<file path="config.mk">
export PLATFORM = sky130hd
export DESIGN_NAME = pur_channel
export DESIGN_NICKNAME = d
export VERILOG_FILES = /design/src/rtl/pur_pkg.sv /design/src/rtl/pur_timer.sv /design/src/rtl/pur_window.sv /design/src/rtl/pur_channel.sv
export SDC_FILE = /design/constraint.sdc
export NUM_CORES = 1
export LEC_CHECK = 0
export ABC_AREA = 1
export CORE_MARGIN = 8
export CORE_UTILIZATION = 60
export CTS_BUF_LIST = sky130_fd_sc_hd__clkbuf_16
export DETAILED_ROUTE_END_ITERATION = 10
export GPL_TIMING_DRIVEN = 0
export PLACE_DENSITY = 0.85
export SLEW_MARGIN = 20
export SYNTH_ARGS = -nofsm -noshare
export SYNTH_HDL_FRONTEND = slang
export SYNTH_SLANG_ARGS = --single-unit
</file>
<file path="constraint.sdc">
create_clock -name clk -period 2.6 [get_ports clk]
set_input_delay 0.52 -clock clk [delete_from_list [all_inputs] [get_ports clk]]
set_output_delay 0.52 -clock clk [all_outputs]
set_load 0.1 [all_outputs]
</file>
<file path="src/rtl/pur_pkg.sv">
`timescale 1ns/1ps
package pur_pkg;
    typedef enum logic [1:0] {
        ST_IDLE = 2'd0,
        ST_OPEN = 2'd1,
        ST_HOLD = 2'd2
    } pur_state_e;

    typedef struct packed {
        pur_state_e state;
        logic       flag;
    } pur_ctrl_t;
endpackage

</file>
<file path="src/rtl/pur_timer.sv">
`timescale 1ns/1ps
module pur_timer #(
    parameter int TIMEOUT = 64,
    parameter int CNT_W   = 7
) (
    input  logic             clk,
    input  logic             rst_n,
    input  logic             start_i,
    input  logic             run_i,
    output logic [CNT_W-1:0] cnt_o,
    output logic             expired_o
);
    localparam logic [CNT_W-1:0] LIMIT = CNT_W'(TIMEOUT);

    typedef struct packed {
        logic [CNT_W-1:0] cnt;
    } tmr_t;

    tmr_t cur_q, nxt_d;

    always_comb begin
        nxt_d = cur_q;
        if (start_i) begin
            nxt_d.cnt = CNT_W'(1);
        end else if (run_i && cur_q.cnt != LIMIT) begin
            nxt_d.cnt = cur_q.cnt + CNT_W'(1);
        end
    end

    always_ff @(posedge clk or negedge rst_n) begin
        if (!rst_n) cur_q <= '0;
        else        cur_q <= nxt_d;
    end

    assign cnt_o     = cur_q.cnt;
    assign expired_o = (cur_q.cnt == LIMIT);

    // the elapsed count never runs past the timeout limit
    assert_cnt_bounded_R7: assert property (@(posedge clk) disable iff (!rst_n)
        cur_q.cnt <= LIMIT);
endmodule

</file>
<file path="src/rtl/pur_window.sv">
`timescale 1ns/1ps
module pur_window #(
    parameter int BASE   = 20,
    parameter int STEP   = 3,
    parameter int TRIM_W = 3,
    parameter int CNT_W  = 7
) (
    input  logic              clk,
    input  logic              rst_n,
    input  logic              load_i,
    input  logic [TRIM_W-1:0] trim_i,
    input  logic [CNT_W-1:0]  cnt_i,
    output logic              late_o
);
    localparam int MAX_END = BASE + ((1 << TRIM_W) - 1) * STEP;

    typedef struct packed {
        logic [CNT_W-1:0] win_end;
    } win_t;

    win_t cur_q, nxt_d;

    always_comb begin
        nxt_d = cur_q;
        if (load_i) begin
            nxt_d.win_end = CNT_W'(BASE) + CNT_W'(trim_i) * CNT_W'(STEP);
        end
    end

    always_ff @(posedge clk or negedge rst_n) begin
        if (!rst_n) cur_q.win_end <= CNT_W'(BASE);
        else        cur_q <= nxt_d;
    end

    assign late_o = (cnt_i >= cur_q.win_end);

    // the captured window end stays between the base and the largest trim
    assert_end_range_R2: assert property (@(posedge clk) disable iff (!rst_n)
        (cur_q.win_end >= CNT_W'(BASE)) && (cur_q.win_end <= CNT_W'(MAX_END)));
endmodule

</file>
<file path="src/rtl/pur_channel.sv">
`timescale 1ns/1ps
module pur_channel #(
    parameter int BASE    = 20,
    parameter int STEP    = 3,
    parameter int TRIM_W  = 3,
    parameter int TIMEOUT = 64
) (
    input  logic              clk,
    input  logic              rst_n,
    input  logic              cross_i,
    input  logic              peak_i,
    input  logic [TRIM_W-1:0] trim_i,
    input  logic              enable_i,
    input  logic              read_i,
    output logic              flag_o
);
    import pur_pkg::*;

    localparam int CNT_W = $clog2(TIMEOUT + 1);

    pur_ctrl_t        cur_q, nxt_d;
    logic             start_d;
    logic             run_w;
    logic [CNT_W-1:0] cnt_w;
    logic             expired_w;
    logic             late_w;

    assign run_w = (cur_q.state == ST_OPEN);

    pur_timer #(.TIMEOUT(TIMEOUT), .CNT_W(CNT_W)) u_timer (
        .clk(clk), .rst_n(rst_n), .start_i(start_d), .run_i(run_w),
        .cnt_o(cnt_w), .expired_o(expired_w)
    );

    pur_window #(.BASE(BASE), .STEP(STEP), .TRIM_W(TRIM_W), .CNT_W(CNT_W)) u_window (
        .clk(clk), .rst_n(rst_n), .load_i(start_d), .trim_i(trim_i),
        .cnt_i(cnt_w), .late_o(late_w)
    );

    always_comb begin
        nxt_d   = cur_q;
        start_d = 1'b0;
        unique case (cur_q.state)
            ST_IDLE: begin
                if (cross_i) begin
                    nxt_d.state = ST_OPEN;
                    start_d     = 1'b1;
                end
            end
            ST_OPEN: begin
                if (peak_i) begin
                    nxt_d.state = (!enable_i || !late_w) ? ST_HOLD : ST_IDLE;
                end else if (expired_w) begin
                    nxt_d.state = ST_IDLE;
                end
            end
            ST_HOLD: begin
                if (read_i) nxt_d.state = ST_IDLE;
            end
            default: nxt_d.state = ST_IDLE;
        endcase
        nxt_d.flag = (nxt_d.state == ST_HOLD);
    end

    always_ff @(posedge clk or negedge rst_n) begin
        if (!rst_n) begin
            cur_q.state <= ST_IDLE;
            cur_q.flag  <= 1'b0;
        end else begin
            cur_q <= nxt_d;
        end
    end

    assign flag_o = cur_q.flag;

    // a flag only appears right after a sampled peak strobe
    assert_flag_after_peak_R3: assert property (@(posedge clk) disable iff (!rst_n)
        $rose(flag_o) |-> $past(peak_i));

    // a late peak under enable leaves no flag and an idle channel
    assert_late_reject_R4: assert property (@(posedge clk) disable iff (!rst_n)
        (cur_q.state == ST_OPEN && peak_i && enable_i && late_w)
        |=> (!flag_o && cur_q.state == ST_IDLE));

    // the flag survives any cycle without a read
    assert_flag_held_R5: assert property (@(posedge clk) disable iff (!rst_n)
        (flag_o && !read_i) |=> flag_o);

    // with the test bypassed every peak in an open window is taken
    assert_bypass_accept_R6: assert property (@(posedge clk) disable iff (!rst_n)
        (cur_q.state == ST_OPEN && peak_i && !enable_i) |=> flag_o);

    // an expired count with no peak closes the window
    assert_timeout_idle_R7: assert property (@(posedge clk) disable iff (!rst_n)
        (cur_q.state == ST_OPEN && expired_w && !peak_i) |=> (cur_q.state == ST_IDLE));
endmodule

</file>
[Yosys cells after proc, flatten, opt, wreduce, memory -nomap -nowiden]
Cells that the tools add are included.
Cells by class
  add/subtract/negate cells: 2
  multipliers: 1
  order comparisons: 1
  equal/unequal tests: 5
  mux-type cells: 10
  reductions and logical operators: 6
Operator list (count)
  $mux W7: 2
  $mux W2: 5
  $add A7 B1 Y7 const B: 1
  $eq A7 B7 Y1 const B: 1
  $ge A7 B7 Y1: 1
  $ne A7 B7 Y1 const B: 1
  $add A5 B5 Y6 const A: 1
  $pmux W2 S3: 1
  $mul A3 B2 Y5 const B: 1
  $eq A2 B2 Y1 const B: 2
  $eq A2 B1 Y1 const B: 1
  $logic_not A1 Y1: 2
  $logic_not A2 Y1: 1
  $mux W1: 2
  $reduce_bool A2 Y1: 1
  $logic_and A1 B1 Y1: 1
  $logic_or A1 B1 Y1: 1
Word-level totals
  flip-flop bits (word level): 17
  bits of input ports: 9
  output and inout port bits: 1

[Logic depth before layout (Yosys ltp)]
Gate-level depths: netlist of run 1.
  depth in word-level cells: 7
  depth in mapped cells: 11
  mapped depth without buffers: 11

[Hierarchy]
From an unflattened synthesis of run 1, not the netlist that was laid out.
Second synthesis, totals
  cell total of the unflattened synthesis: 145
  area, all modules: 1151.1 µm²
By module, submodules not included
  pur_window: instances 1, cells an instance 60, area each 516.7 µm²
  pur_timer: instances 1, cells an instance 68, area each 493.0 µm²
  pur_channel: instances 1, cells an instance 17, area each 141.4 µm²

[Worst setup path before layout of run 1]
No wires, ideal clock.
  path kind: input to register
  start: in trim_i[1]
  end: reg u_window.cur_q[5] in the netlist's numbering
  library setup time: 0.124 ns
  arrival time: 1.486 ns
  required time: 2.476 ns
  path slack: 0.990 ns
  cell stages on the path: 8
  buffers on the path: 0
  cell sequence: inv_1 > ha_1 > inv_1 > ha_1 > ha_1 > nor2_1 > nor2_1 > o21bai_1
On the way
  longest elaborated chain between the ends: 2
Ends and longest elaborated chain
  start: declaration: line pur_channel.sv:12  | input logic [TRIM_W-1:0] trim_i,
  $mul A3 B2 Y5: line pur_window.sv:26  | nxt_d.win_end = CNT_W'(BASE) + CNT_W'(trim_i) * CNT_W'(STEP);
  $add A5 B5 Y6: line pur_window.sv:26
  end signal: assignment: line pur_window.sv:32  | else cur_q <= nxt_d;
  end: declaration: line pur_window.sv:21  | win_t cur_q, nxt_d;
No other way between the ends.
A chain may end at the register's enable or synchronous reset.

[Worst setup path after layout of run 1]
  start: reg cur_q, in the netlist flag_o
  end: out flag_o
RTL lines
  start: declaration: line pur_channel.sv:21  | pur_ctrl_t cur_q, nxt_d;
  start signal: assignment: line pur_channel.sv:70  | cur_q <= nxt_d;
  end: declaration: line pur_channel.sv:15  | output logic flag_o
No word-level cell between the ends.

==> impl_metrics.env, run 1 <==
export IMPL_area_growth_pct=18.5
export IMPL_layout_setup_ws_ns=0.384
export IMPL_hold_path_class="flip-flop to flip-flop"
export IMPL_grt_max_degree=17
export IMPL_worstPathArrival_ns=1.70
export IMPL_seq_area_frac_synth=0.373
export IMPL_syn_num_nets=161
export IMPL_post_route_period_util=0.852
export IMPL_die_area_mm2=0.00341
export IMPL_dp_slack_ns=0.338
export IMPL_routed_via_density=5.38
export IMPL_gr_total_overflow=0
export IMPL_p_sw_frac=0.432
export IMPL_first_iter_violations=20
export IMPL_finalWirelength_um=2400
export IMPL_syn_inst=138
export IMPL_power_frac_clock=0.224
export IMPL_drc=0
export IMPL_maxSlewHeadroom=0.350
export IMPL_pin_count=10
export IMPL_core_mm2=0.00171
export IMPL_required_ns=2.08
export IMPL_grt_pass1_wl_um=4270
export IMPL_rsz0062_at_grt="no"
export IMPL_clkTransAtPathRegs_ns=0.05
export IMPL_hold_violations=0
export IMPL_p_seq_frac=0.329
export IMPL_internal_power_uw=762
export IMPL_cpPeakStageDelay_ns=1.13
export IMPL_finalSetupViolations=0
export IMPL_fin_worst_skew_ns=0.00141
export IMPL_fin_crit_ns=2.22
export IMPL_end_kind="output port"
export IMPL_path_class="flip-flop to output port"
export IMPL_peakVddDrop_uv=673
export IMPL_htreeDepth=1
export IMPL_netlist_area_mm2=0.00108
export IMPL_antenna_found_initial=0
export IMPL_gr_usage_met3=0.0326
export IMPL_maxCapViolCount=0
export IMPL_cp_slowest_cell="clkdlybuf4s50_1"
export IMPL_p_comb_frac=0.447
export IMPL_grt_busiest_layer="met2"
export IMPL_grtUsageMet1=0.178
export IMPL_cts_sinks=16
export IMPL_start_util=0.632
export IMPL_yosysWarnings=0
export IMPL_clock_path_buffers=2
export IMPL_post_cts_buffers=0
export IMPL_first_pass_iters=4
export IMPL_place_congestion=0.828
export IMPL_rows=15
export IMPL_num_vias=946
export IMPL_tightest_slew_ns=0.972
export IMPL_cts_root_buffer_cell="clkbuf_16"
export IMPL_crit_family="buffers and inverters"
export IMPL_clock_latency_ns=0.24
export IMPL_slew_violations=0
export IMPL_p_per_area_mw_per_mm2=1050
export IMPL_grt_use_total=0.158
export IMPL_dpl_hpwl_um=1830
export IMPL_drive_above_1_share=0.0861
export IMPL_grt_pass1_vias=991
export IMPL_num_antenna_cells=0
export IMPL_cp_start_kind="flip-flop"
export IMPL_fmax_mhz=451
export IMPL_numPortBuffers=9
export IMPL_worst_path_buf_inv=1
export IMPL_status="finished clean"
export IMPL_fin_util=0.749
export IMPL_cts_tree="built"
export IMPL_die_h_um=58.4
export IMPL_nets=175
export IMPL_path_max_fanout=1
export IMPL_cts_resized=0
export IMPL_power_switching_uw=579
export IMPL_cts_hold_buf=0
export IMPL_r2r_slack_ns=1.04
export IMPL_ant_nets=0
export IMPL_drt_wirelength_per_cell_um=13.6
export IMPL_p_leak_uw=0.000725
export IMPL_syn_area_per_cell_um2=7.82
export IMPL_ys_ff_latch=16
export IMPL_gr_usage_met2=0.282
export IMPL_fill_cells=120
export IMPL_numCtsBuffers=3
export IMPL_setup_tns_final_ns=0
export IMPL_die_w_um=58.4
export IMPL_synth_cell_type_count=25
export IMPL_cp_cell_sequence="clkdlybuf4s50_1"
==> placed cells by master, fill, tap and decap left out, drive strengths merged, types with 2 or more instances in the layout <==
cell type | synthesis | layout
a21oi | 3 | 3
dfstp | 2 | 2
nand2 | 42 | 42
ha | 13 | 13
nand3 | 6 | 6
clkbuf | 0 | 3
clkdlybuf4s50 | 0 | 9
dfrtp | 14 | 14
o21ai | 7 | 7
clkinv | 1 | 2
xor2 | 2 | 2
nand4 | 4 | 4
inv | 26 | 26
nor2 | 11 | 11
==> layout make-up <==
cell class              instances  area, µm²  share of cell area
multi-input cells              94        568               0.444
clock inverters                 1       3.75             0.00293
well taps                      25       31.3              0.0244
flip-flops and latches         16        403               0.315
plain buffers                   1       5.00             0.00391
clock buffers                   3       75.1              0.0587
inverters                      27        104              0.0811
repair buffers                  9       90.1              0.0704
==> power by group through the flow <==
stage               Sequential [µW]  Clock (µW)  Combinational, µW
floorplan                       472           0                387
global placement                433           0                544
detailed placement              440           0                587
CTS                             440         302                600
global route                    455         307                679
finish                          442         300                600
==> state kept, by name, summed over array words and instances (netlist names) <==
signal and cells:
u_timer.cnt_o 7, u_window.cur_q 6, flag_o 1, cur_q 2
==> cell usage after synthesis (all sizes together) <==
master  instances  area, µm²
inv            26        100
o21ai           7       35.0
ha             13        163
dfrtp          14        350
clkinv          1       3.75
buf             1       5.00
or2             1       6.26
nand3           6       40.0
o21bai          1       7.51
fa              1       20.0
nand2          42        175
and3            1       6.26
nand4           4       25.0
dfstp           2       52.6
nor3            1       5.00
xor2            2       17.5
nor2           11       43.8
xnor2           1       8.76
a21oi           3       15.0
==> kinds of logic after synthesis <==
logic type	after synthesis	share of synthesized area
xor+xnor	3	0.0243
compound gates	11	0.0533
buf+inv	28	0.101
flops	16	0.373
simple gates	66	0.279
fa+ha+maj	14	0.169
==> path summary, 6_finish.rpt <==
kind	cells past startpoint	startpoint	to
max reg2reg	9	u_window.cur_q[4]$_DFFE_PN1P_	cur_q[2]$_DFF_PN0_
max	1	flag_o$_DFF_PN0_	flag_o
min reg2reg	2	u_window.cur_q[3]$_DFFE_PN0P_	u_window.cur_q[3]$_DFFE_PN0P_
min	2	u_window.cur_q[3]$_DFFE_PN0P_	u_window.cur_q[3]$_DFFE_PN0P_
min in group asynchronous	1	rst_n	u_timer.cnt_o[0]$_DFFE_PN0P_
max in group asynchronous	1	rst_n	u_timer.cnt_o[6]$_DFFE_PN0P_
==> layer usage <==
metal | wire [µm] | part of all wire
met5 | 0 | 0
met4 | 29 | 0.012
met3 | 77 | 0.032
met2 | 1310 | 0.54
met1 | 982 | 0.41
==> per-stage QoR <==
stage | power [µW] | std cells | hold slack (ns) | area (µm²)
after detailed placement | 1030 | 172 | 0.479 | 1200
after floorplan | 859 | 138 | 0.224 | 1080
final | 1340 | 176 | 0.490 | 1280
after global placement | 978 | 172 | 0.466 | 1200
after CTS | 1340 | 176 | 0.491 | 1280
after global routing | 1440 | 176 | 0.521 | 1280
Power figures use the tool's default switching activity.
==> run 2: changes to the inputs <==
Settings changed: CTS_CLUSTER_SIZE set to 20.
==> results of run 2 <==
No change in the layout: final DEF, timing and power equal those of run 1.
==> run 3: changes to the inputs <==
--- a/constraint.sdc
+++ b/constraint.sdc
@@ -3,2 +3,2 @@
 set_output_delay 0.52 -clock clk [all_outputs]
-set_load 0.1 [all_outputs]
+set_load 0.02 [all_outputs]
==> results of run 3 <==
The final DEF is identical to that of run 1. Status: finished clean.
Main changes from that run: setup slack after layout 0.384 ns -> 0.591 ns; start point of the critical path flag_o$_DFF_PN0_ -> trim_i[1]; end point of the critical path flag_o -> u_window.cur_q[5]$_DFFE_PN0P_; total power 1340 µW -> 1300 µW; worst IR drop on VDD 673 µV -> 672 µV
